`src/rtl/ctlreg_pkg.sv`:
```
package ctlreg_pkg;
  localparam int XLEN  = 64;
  localparam int IDX_W = 6;
  localparam int SCR_N = 8;

  localparam logic [IDX_W-1:0] RI_BASE    = IDX_W'(SCR_N + 0);
  localparam logic [IDX_W-1:0] RI_RESTART = IDX_W'(SCR_N + 1);
  localparam logic [IDX_W-1:0] RI_TRAPREQ = IDX_W'(SCR_N + 2);
  localparam logic [IDX_W-1:0] RI_TRAPEN  = IDX_W'(SCR_N + 3);
  localparam logic [IDX_W-1:0] RI_LEVEL   = IDX_W'(SCR_N + 4);
  localparam logic [IDX_W-1:0] RI_MODE_I  = IDX_W'(SCR_N + 5);
  localparam logic [IDX_W-1:0] RI_MODE_D  = IDX_W'(SCR_N + 6);
  localparam logic [IDX_W-1:0] RI_SWREQ   = IDX_W'(SCR_N + 7);
  localparam logic [IDX_W-1:0] RI_PTB_I   = IDX_W'(SCR_N + 8);
  localparam logic [IDX_W-1:0] RI_PTB_D   = IDX_W'(SCR_N + 9);
  localparam logic [IDX_W-1:0] RI_CMODE   = IDX_W'(SCR_N + 10);
  localparam logic [IDX_W-1:0] RI_QMODE   = IDX_W'(SCR_N + 11);
  localparam logic [IDX_W-1:0] RI_DCTEST  = IDX_W'(SCR_N + 12);
  localparam logic [IDX_W-1:0] RI_IASN    = IDX_W'(SCR_N + 13);
  localparam logic [IDX_W-1:0] RI_EXCSUM  = IDX_W'(SCR_N + 14);
  localparam logic [IDX_W-1:0] RI_EXCMSK  = IDX_W'(SCR_N + 15);
  localparam logic [IDX_W-1:0] RI_MCTL    = IDX_W'(SCR_N + 16);
  localparam logic [IDX_W-1:0] RI_CYC     = IDX_W'(SCR_N + 17);
  localparam logic [IDX_W-1:0] RI_FVA     = IDX_W'(SCR_N + 18);
  localparam logic [IDX_W-1:0] RI_INTID   = IDX_W'(SCR_N + 19);
  localparam logic [IDX_W-1:0] RI_FLI     = IDX_W'(SCR_N + 20);
  localparam logic [IDX_W-1:0] RI_FLD     = IDX_W'(SCR_N + 21);
  localparam int               NREG       = int'(RI_FLD) + 1;

  // bits kept by a legal write; zero mask means the register clears
  function automatic logic [XLEN-1:0] keep_mask(logic [IDX_W-1:0] i);
    case (i)
      RI_RESTART:             keep_mask = ~(XLEN'(2));
      RI_TRAPREQ, RI_TRAPEN:  keep_mask = XLEN'(64'hf);
      RI_LEVEL:               keep_mask = XLEN'(64'h1f);
      RI_MODE_I, RI_MODE_D:   keep_mask = XLEN'(64'h18);
      RI_SWREQ:               keep_mask = XLEN'(64'h7fff0);
      RI_PTB_I, RI_PTB_D:     keep_mask = XLEN'(64'hffff_ffff_c000_0000);
      RI_CMODE, RI_QMODE:     keep_mask = XLEN'(64'h3f);
      RI_DCTEST:              keep_mask = XLEN'(64'h1ffb);
      RI_IASN:                keep_mask = XLEN'(64'h7f0);
      RI_EXCSUM, RI_EXCMSK,
      RI_FLI, RI_FLD:         keep_mask = '0;
      default:                keep_mask = '1;
    endcase
  endfunction

  function automatic logic may_write(logic [IDX_W-1:0] i);
    may_write = (int'(i) < NREG) && (i != RI_FVA) && (i != RI_INTID);
  endfunction

  function automatic logic may_read(logic [IDX_W-1:0] i);
    may_read = (int'(i) < NREG) && (i != RI_DCTEST) && (i != RI_IASN) &&
               (i != RI_FLI) && (i != RI_FLD);
  endfunction
endpackage

```
`src/rtl/ctlreg_wpath.sv`:
```
module ctlreg_wpath
  import ctlreg_pkg::*;
(
  input  logic             wr_en,
  input  logic [IDX_W-1:0] idx,
  input  logic [XLEN-1:0]  wdata,
  output logic             do_store,
  output logic [XLEN-1:0]  store_val,
  output logic             wr_fault,
  output logic             fl_i,
  output logic             fl_d
);
  always_comb begin
    do_store  = wr_en && may_write(idx);
    wr_fault  = wr_en && !may_write(idx);
    store_val = wdata & keep_mask(idx);
    fl_i      = do_store && (idx == RI_FLI);
    fl_d      = do_store && (idx == RI_FLD);
  end
endmodule

```
`src/rtl/ctlreg_rpath.sv`:
```
module ctlreg_rpath
  import ctlreg_pkg::*;
(
  input  logic             rd_en,
  input  logic [IDX_W-1:0] idx,
  input  logic [XLEN-1:0]  file_w [NREG],
  input  logic [XLEN-1:0]  cyc,
  output logic [XLEN-1:0]  rd_val,
  output logic             rd_fault,
  output logic             lock_clr
);
  localparam int SEL_W = $clog2(NREG);
  logic [SEL_W-1:0] sel;
  logic [XLEN-1:0]  raw;

  always_comb begin
    sel      = idx[SEL_W-1:0];
    raw      = (int'(sel) < NREG) ? file_w[sel] : '0;
    rd_fault = rd_en && !may_read(idx);
    lock_clr = rd_en && (idx == RI_FVA);
    rd_val   = '0;
    if (rd_en && may_read(idx)) begin
      if (idx == RI_CYC) rd_val = {raw[XLEN-1:32], cyc[31:0]};
      else               rd_val = raw;
    end
  end
endmodule

```
`src/rtl/ctlreg_file.sv`:
```
module ctlreg_file
  import ctlreg_pkg::*;
#(
  parameter logic [63:0] BASE_RST = 64'h0000_0000_0001_0000,
  parameter logic [63:0] MCTL_RST = 64'h6
) (
  input  logic             clk,
  input  logic             rst_n,
  input  logic [5:0]       reg_idx,
  input  logic             wr_en,
  input  logic [63:0]      wr_data,
  input  logic             rd_en,
  input  logic [63:0]      cyc_i,
  input  logic             lock_set,
  output logic [63:0]      rd_data,
  output logic             acc_fault,
  output logic             flush_ixlat,
  output logic             flush_dxlat,
  output logic             intr_lock
);
  logic [XLEN-1:0] file_w [NREG];
  logic            do_store, wr_fault_w, rd_fault_w, lock_clr_w, fl_i_w, fl_d_w;
  logic [XLEN-1:0] store_val, rd_val;

  ctlreg_wpath u_wp (
    .wr_en(wr_en), .idx(reg_idx), .wdata(wr_data), .do_store(do_store),
    .store_val(store_val), .wr_fault(wr_fault_w), .fl_i(fl_i_w), .fl_d(fl_d_w)
  );

  ctlreg_rpath u_rp (
    .rd_en(rd_en), .idx(reg_idx), .file_w(file_w), .cyc(cyc_i),
    .rd_val(rd_val), .rd_fault(rd_fault_w), .lock_clr(lock_clr_w)
  );

  for (genvar g = 0; g < NREG; g++) begin : g_reg
    localparam logic [XLEN-1:0] RV = (g == int'(RI_BASE)) ? BASE_RST :
                                     (g == int'(RI_MCTL)) ? MCTL_RST : '0;
    logic [XLEN-1:0] q;
    always_ff @(posedge clk or negedge rst_n) begin
      if (!rst_n)                                      q <= RV;
      else if (do_store && (reg_idx == IDX_W'(g)))     q <= store_val;
    end
    assign file_w[g] = q;
  end

  always_ff @(posedge clk or negedge rst_n) begin
    if (!rst_n) begin
      rd_data     <= '0;
      acc_fault   <= 1'b0;
      flush_ixlat <= 1'b0;
      flush_dxlat <= 1'b0;
      intr_lock   <= 1'b0;
    end else begin
      rd_data     <= rd_val;
      acc_fault   <= wr_fault_w | rd_fault_w;
      flush_ixlat <= fl_i_w;
      flush_dxlat <= fl_d_w;
      if (lock_set)        intr_lock <= 1'b1;
      else if (lock_clr_w) intr_lock <= 1'b0;
    end
  end
endmodule

```
`config.mk`:
```
export PLATFORM = sky130hd
export DESIGN_NAME = ctlreg_file
export DESIGN_NICKNAME = d
export VERILOG_FILES = /design/src/rtl/ctlreg_pkg.sv /design/src/rtl/ctlreg_wpath.sv /design/src/rtl/ctlreg_rpath.sv /design/src/rtl/ctlreg_file.sv
export SDC_FILE = /design/constraint.sdc
export NUM_CORES = 2
export LEC_CHECK = 0
export CORE_ASPECT_RATIO = 1.1
export CORE_UTILIZATION = 57
export CTS_CLUSTER_SIZE = 30
export DETAILED_ROUTE_END_ITERATION = 16
export DONT_BUFFER_PORTS = 1
export HOLD_SLACK_MARGIN = 0.12
export PLACE_DENSITY_LB_ADDON = 0.12
export SLEW_MARGIN = 20
export SYNTH_ARGS = -nofsm -noshare
export SYNTH_HDL_FRONTEND = slang
export SYNTH_SLANG_ARGS = --single-unit
```
`constraint.sdc`:
```
create_clock -name clk -period 1.5 [get_ports clk]
set_clock_uncertainty 0.15 [all_clocks]
set_input_delay 0.075 -clock clk [delete_from_list [all_inputs] [get_ports clk]]
set_output_delay 0.075 -clock clk [all_outputs]
set_load 0.05 [all_outputs]
```
==> impl_metrics.ini <==
[timing]
worst_pin_slew_ns = 4.194
report.final.slew_viol_count = 352
finalCritPeriodShare_pct = 265.1
relSlewSlack_pct = -179.6
grt_setup_unrepaired = true
setup_viol = 2289
hold_ws_ns = -0.6744
post-route-min-period_ns = 3.977
max_freq_mhz = 251.5
setup_ws_ns = -2.477
finalHoldViolCount = 968

[global_routing]
grt_first_pass_wirelength_mm = 345.6
grt_max_degree = 560
track_usage_pct = 31.00
grt_pass1_vias = 57420
grt_overflow = 0
antenna_found_initial = 9

[yosys]
ys_async_sr_fraction_pct = 100.0
yosys.area_share.simple_pct = 12.17
synth_fp_nets = 7377
synth_cell_types = 56
synth_edf_count = 0
avgSynthCellArea_um2 = 11.46
synth_fa_ha_area_share_pct = 0.09054
netlist_instances = 7232
ys_seq_area_share_pct = 60.00
synthMuxAreaShare_pct = 12.82
synth_compound_area_share_pct = 10.56
synth_top_family_by_area = multiplexers
ys_warn_count = 0
synth_xor_area_share_pct = 0
synth_flop_cell = dfrtp_1
syn-cell-area_um2 = 82910
synth-seq-cells = 1988

[pwr]
swShare_pct = 23.94
peakVddDrop_v = 0.001108
pwr-share-comb_pct = 9.1
p_switching_w = 0.02902
p_seq_share_pct = 49.4
p_leak_nw = 44.87
pwr-share-clk_pct = 41.5
p_int_w = 0.09219
p_per_area_nw_per_um2 = 1241

[floorplan]
die_x_um = 365.6
start_util_pct = 57.53
die-area_um2 = 147000
ioPinCount = 207
die_h_um = 402.0
core_area_um2 = 144100
rows = 146

[cells_and_area]
stdcell_count = 9318
num-nets-final = 7370
final_common_cell = dfrtp_1
mostFrequentLayoutCells = 1920 x dfrtp_1, 1526 x nand2_1, 1266 x o21ai_0, 453 x and2_1, 384 x mux4_2
layout-drive-gt1-share_pct = 18.84
design_area_um2 = 97650
fillCellCount = 10390
areaGrowthSynthToFinish_pct = 17.78

[place]
dpl-instance-area_um2 = 87780
dpl.cell_count = 8752
port_buffers = 0
dpl.hpwl_mm = 126.8
place_congestion = 0.7876

[routing]
wl_per_cell_um = 23.70
dr.pass1.iters = 5
first_iter_violations = 4820
route.detailed.drc = 0
detail-route-antenna-nets = 0
routed_via_density = 5.939
vias = 55340
drt_wl_total_mm = 220.8

[cts]
clkSlewWorstSetupHoldPaths_ns = 0.06
cts_root_buf = clkbuf_16
clkLatencyLatePin_ns = 0.85
htree_levels = 4
numCtsBuffers = 195
ctsLongestPathBuffers = 3
clock_sinks = 1988
cts_tree = built

[critical_path]
start_kind = primary input
worst_r2r_path_depth = 4
critPathCaptureType = flop
r2r-start = g_reg[23].q[14]$_DFFE_PN0P_
crit_type = primary input to flop
worst-endpoint-required_ns = 2.04
rrSetupSlack_ns = -0.37
arrival_ns = 4.52
path_max_fanout = 559
reg2reg_to = rd_data[14]$_DFF_PN0_

[min_path]
hold_path_class = primary input to async pin

[run_status]
violations = negative hold slack, max-slew violations, negative setup slack
status = complete, but fails checks

[run]
maxCapViolations = 0
## critical path, cell delays in order
cell and delay (ns):
mux4_2 1.99, mux2i_1 0.21, a32oi_1 0.11, nand3_1 0.13, nor2_2 0.07
## final cells by class
class / count / area, µm² / area share (%)
clock inverters: 63 / 815.8 / 0.8354
clock buffers: 299 / 5843 / 5.983
flip-flops and latches: 1988 / 49830 / 51.03
well taps: 1924 / 2407 / 2.465
diodes: 4 / 10.01 / 0.01025
repair buffers: 585 / 8164 / 8.360
multi-input cells: 4447 / 30540 / 31.27
inverters: 8 / 40.04 / 0.04100
## how the worst max path moves through the flow
stage                                start                     endpoint  slack [ns]  depth (start not counted)
2_1_floorplan                   reg_idx[2]  g_reg[16].q[53]$_DFFE_PN0P_       -0.37                         11
3_3_place_gp                         rst_n  g_reg[22].q[49]$_DFFE_PN0P_       -3.00                          4
3_5_place_dp                         rst_n   g_reg[6].q[49]$_DFFE_PN0P_       -3.23                          6
4_1_cts        g_reg[23].q[25]$_DFFE_PN0P_        rd_data[25]$_DFF_PN0_       -0.37                          4
5_1_grt                         reg_idx[0]    g_reg[4].q[0]$_DFFE_PN0P_       -0.43                          7
6_report                        reg_idx[0]        rd_data[50]$_DFF_PN0_       -2.48                          5
## Yosys cell counts (58+ instances only)
| cell | n | area [µm²] |
|---|---|---|
| nor2b_1 | 58 | 362.9 |
| a21oi_1 | 64 | 320.3 |
| mux4_2 | 384 | 8648 |
| and2_1 | 453 | 2834 |
| a22oi_1 | 62 | 465.5 |
| nand3_1 | 86 | 430.4 |
| dfrtp_1 | 1985 | 49670 |
| clkbuf_1 | 488 | 1832 |
| o21ai_0 | 1271 | 6361 |
| buf_2 | 143 | 715.7 |
| clkbuf_2 | 61 | 305.3 |
| mux2i_1 | 169 | 1692 |
| nand2_1 | 1553 | 5829 |
## per-layer routing
| layer | track usage, % | wire [µm] |
|---|---|---|
| met5 | 0 | 27 |
| met3 | 4.335 | 12690 |
| met1 | 44.52 | 95690 |
| met2 | 49.47 | 106000 |
| met4 | 9.609 | 6429 |
## power by group through the flow
stage	clock (W)	sequential, W	combinational [W]
floorplan	0	0.0602	0.00697
global placement	0	0.0605	0.00973
global route	0.0532	0.0603	0.0123
detailed placement	0	0.0608	0.0101
CTS	0.0511	0.0599	0.0108
finish	0.0503	0.0599	0.0111
## logic make-up after synthesis
logic type	count (synthesis)
AO/OA/AOI/OAI	1596
adder cells (fa/ha/maj)	6
buffers and inverters	797
flip-flops	1988
multiplexers	579
AND/OR/NAND/NOR	2266
## registers in the layout, indices dropped and copies added (netlist names)
register and cells:
flush_ixlat 1, rd_data 64, intr_lock 1, flush_dxlat 1, acc_fault 1, g.q 1920
## what timing repair did
| action | 4_1_cts | 5_1_grt |
|---|---|---|
| buffers inserted | 8 | 4 |
| hold endpoints to repair | 2930 | 2365 |
| hold buffers | 161 | 16 |
| cloned | 13 | 8 |
| pin swaps | 126 | 34 |
| resized for setup | 152 | 54 |
| endpoints found under the setup margin | 1107 | 2310 |
## per-stage QoR
stage / total power, W / TNS (ns) / setup WS [ns] / utilization, %
CTS: 0.1218 / -223.35 / -0.3709 / 67.29
global route: 0.1259 / -241.17 / -0.4294 / 67.75
finish: 0.1212 / -2914.33 / -2.477 / 67.75
floorplan: 0.06715 / -431.28 / -0.3745 / -
detailed placement: 0.07087 / -2976.32 / -3.229 / 60.90
global placement: 0.07026 / -2952.82 / -2.996 / 60.85
Note: power is estimated with default switching activity, not from simulation.
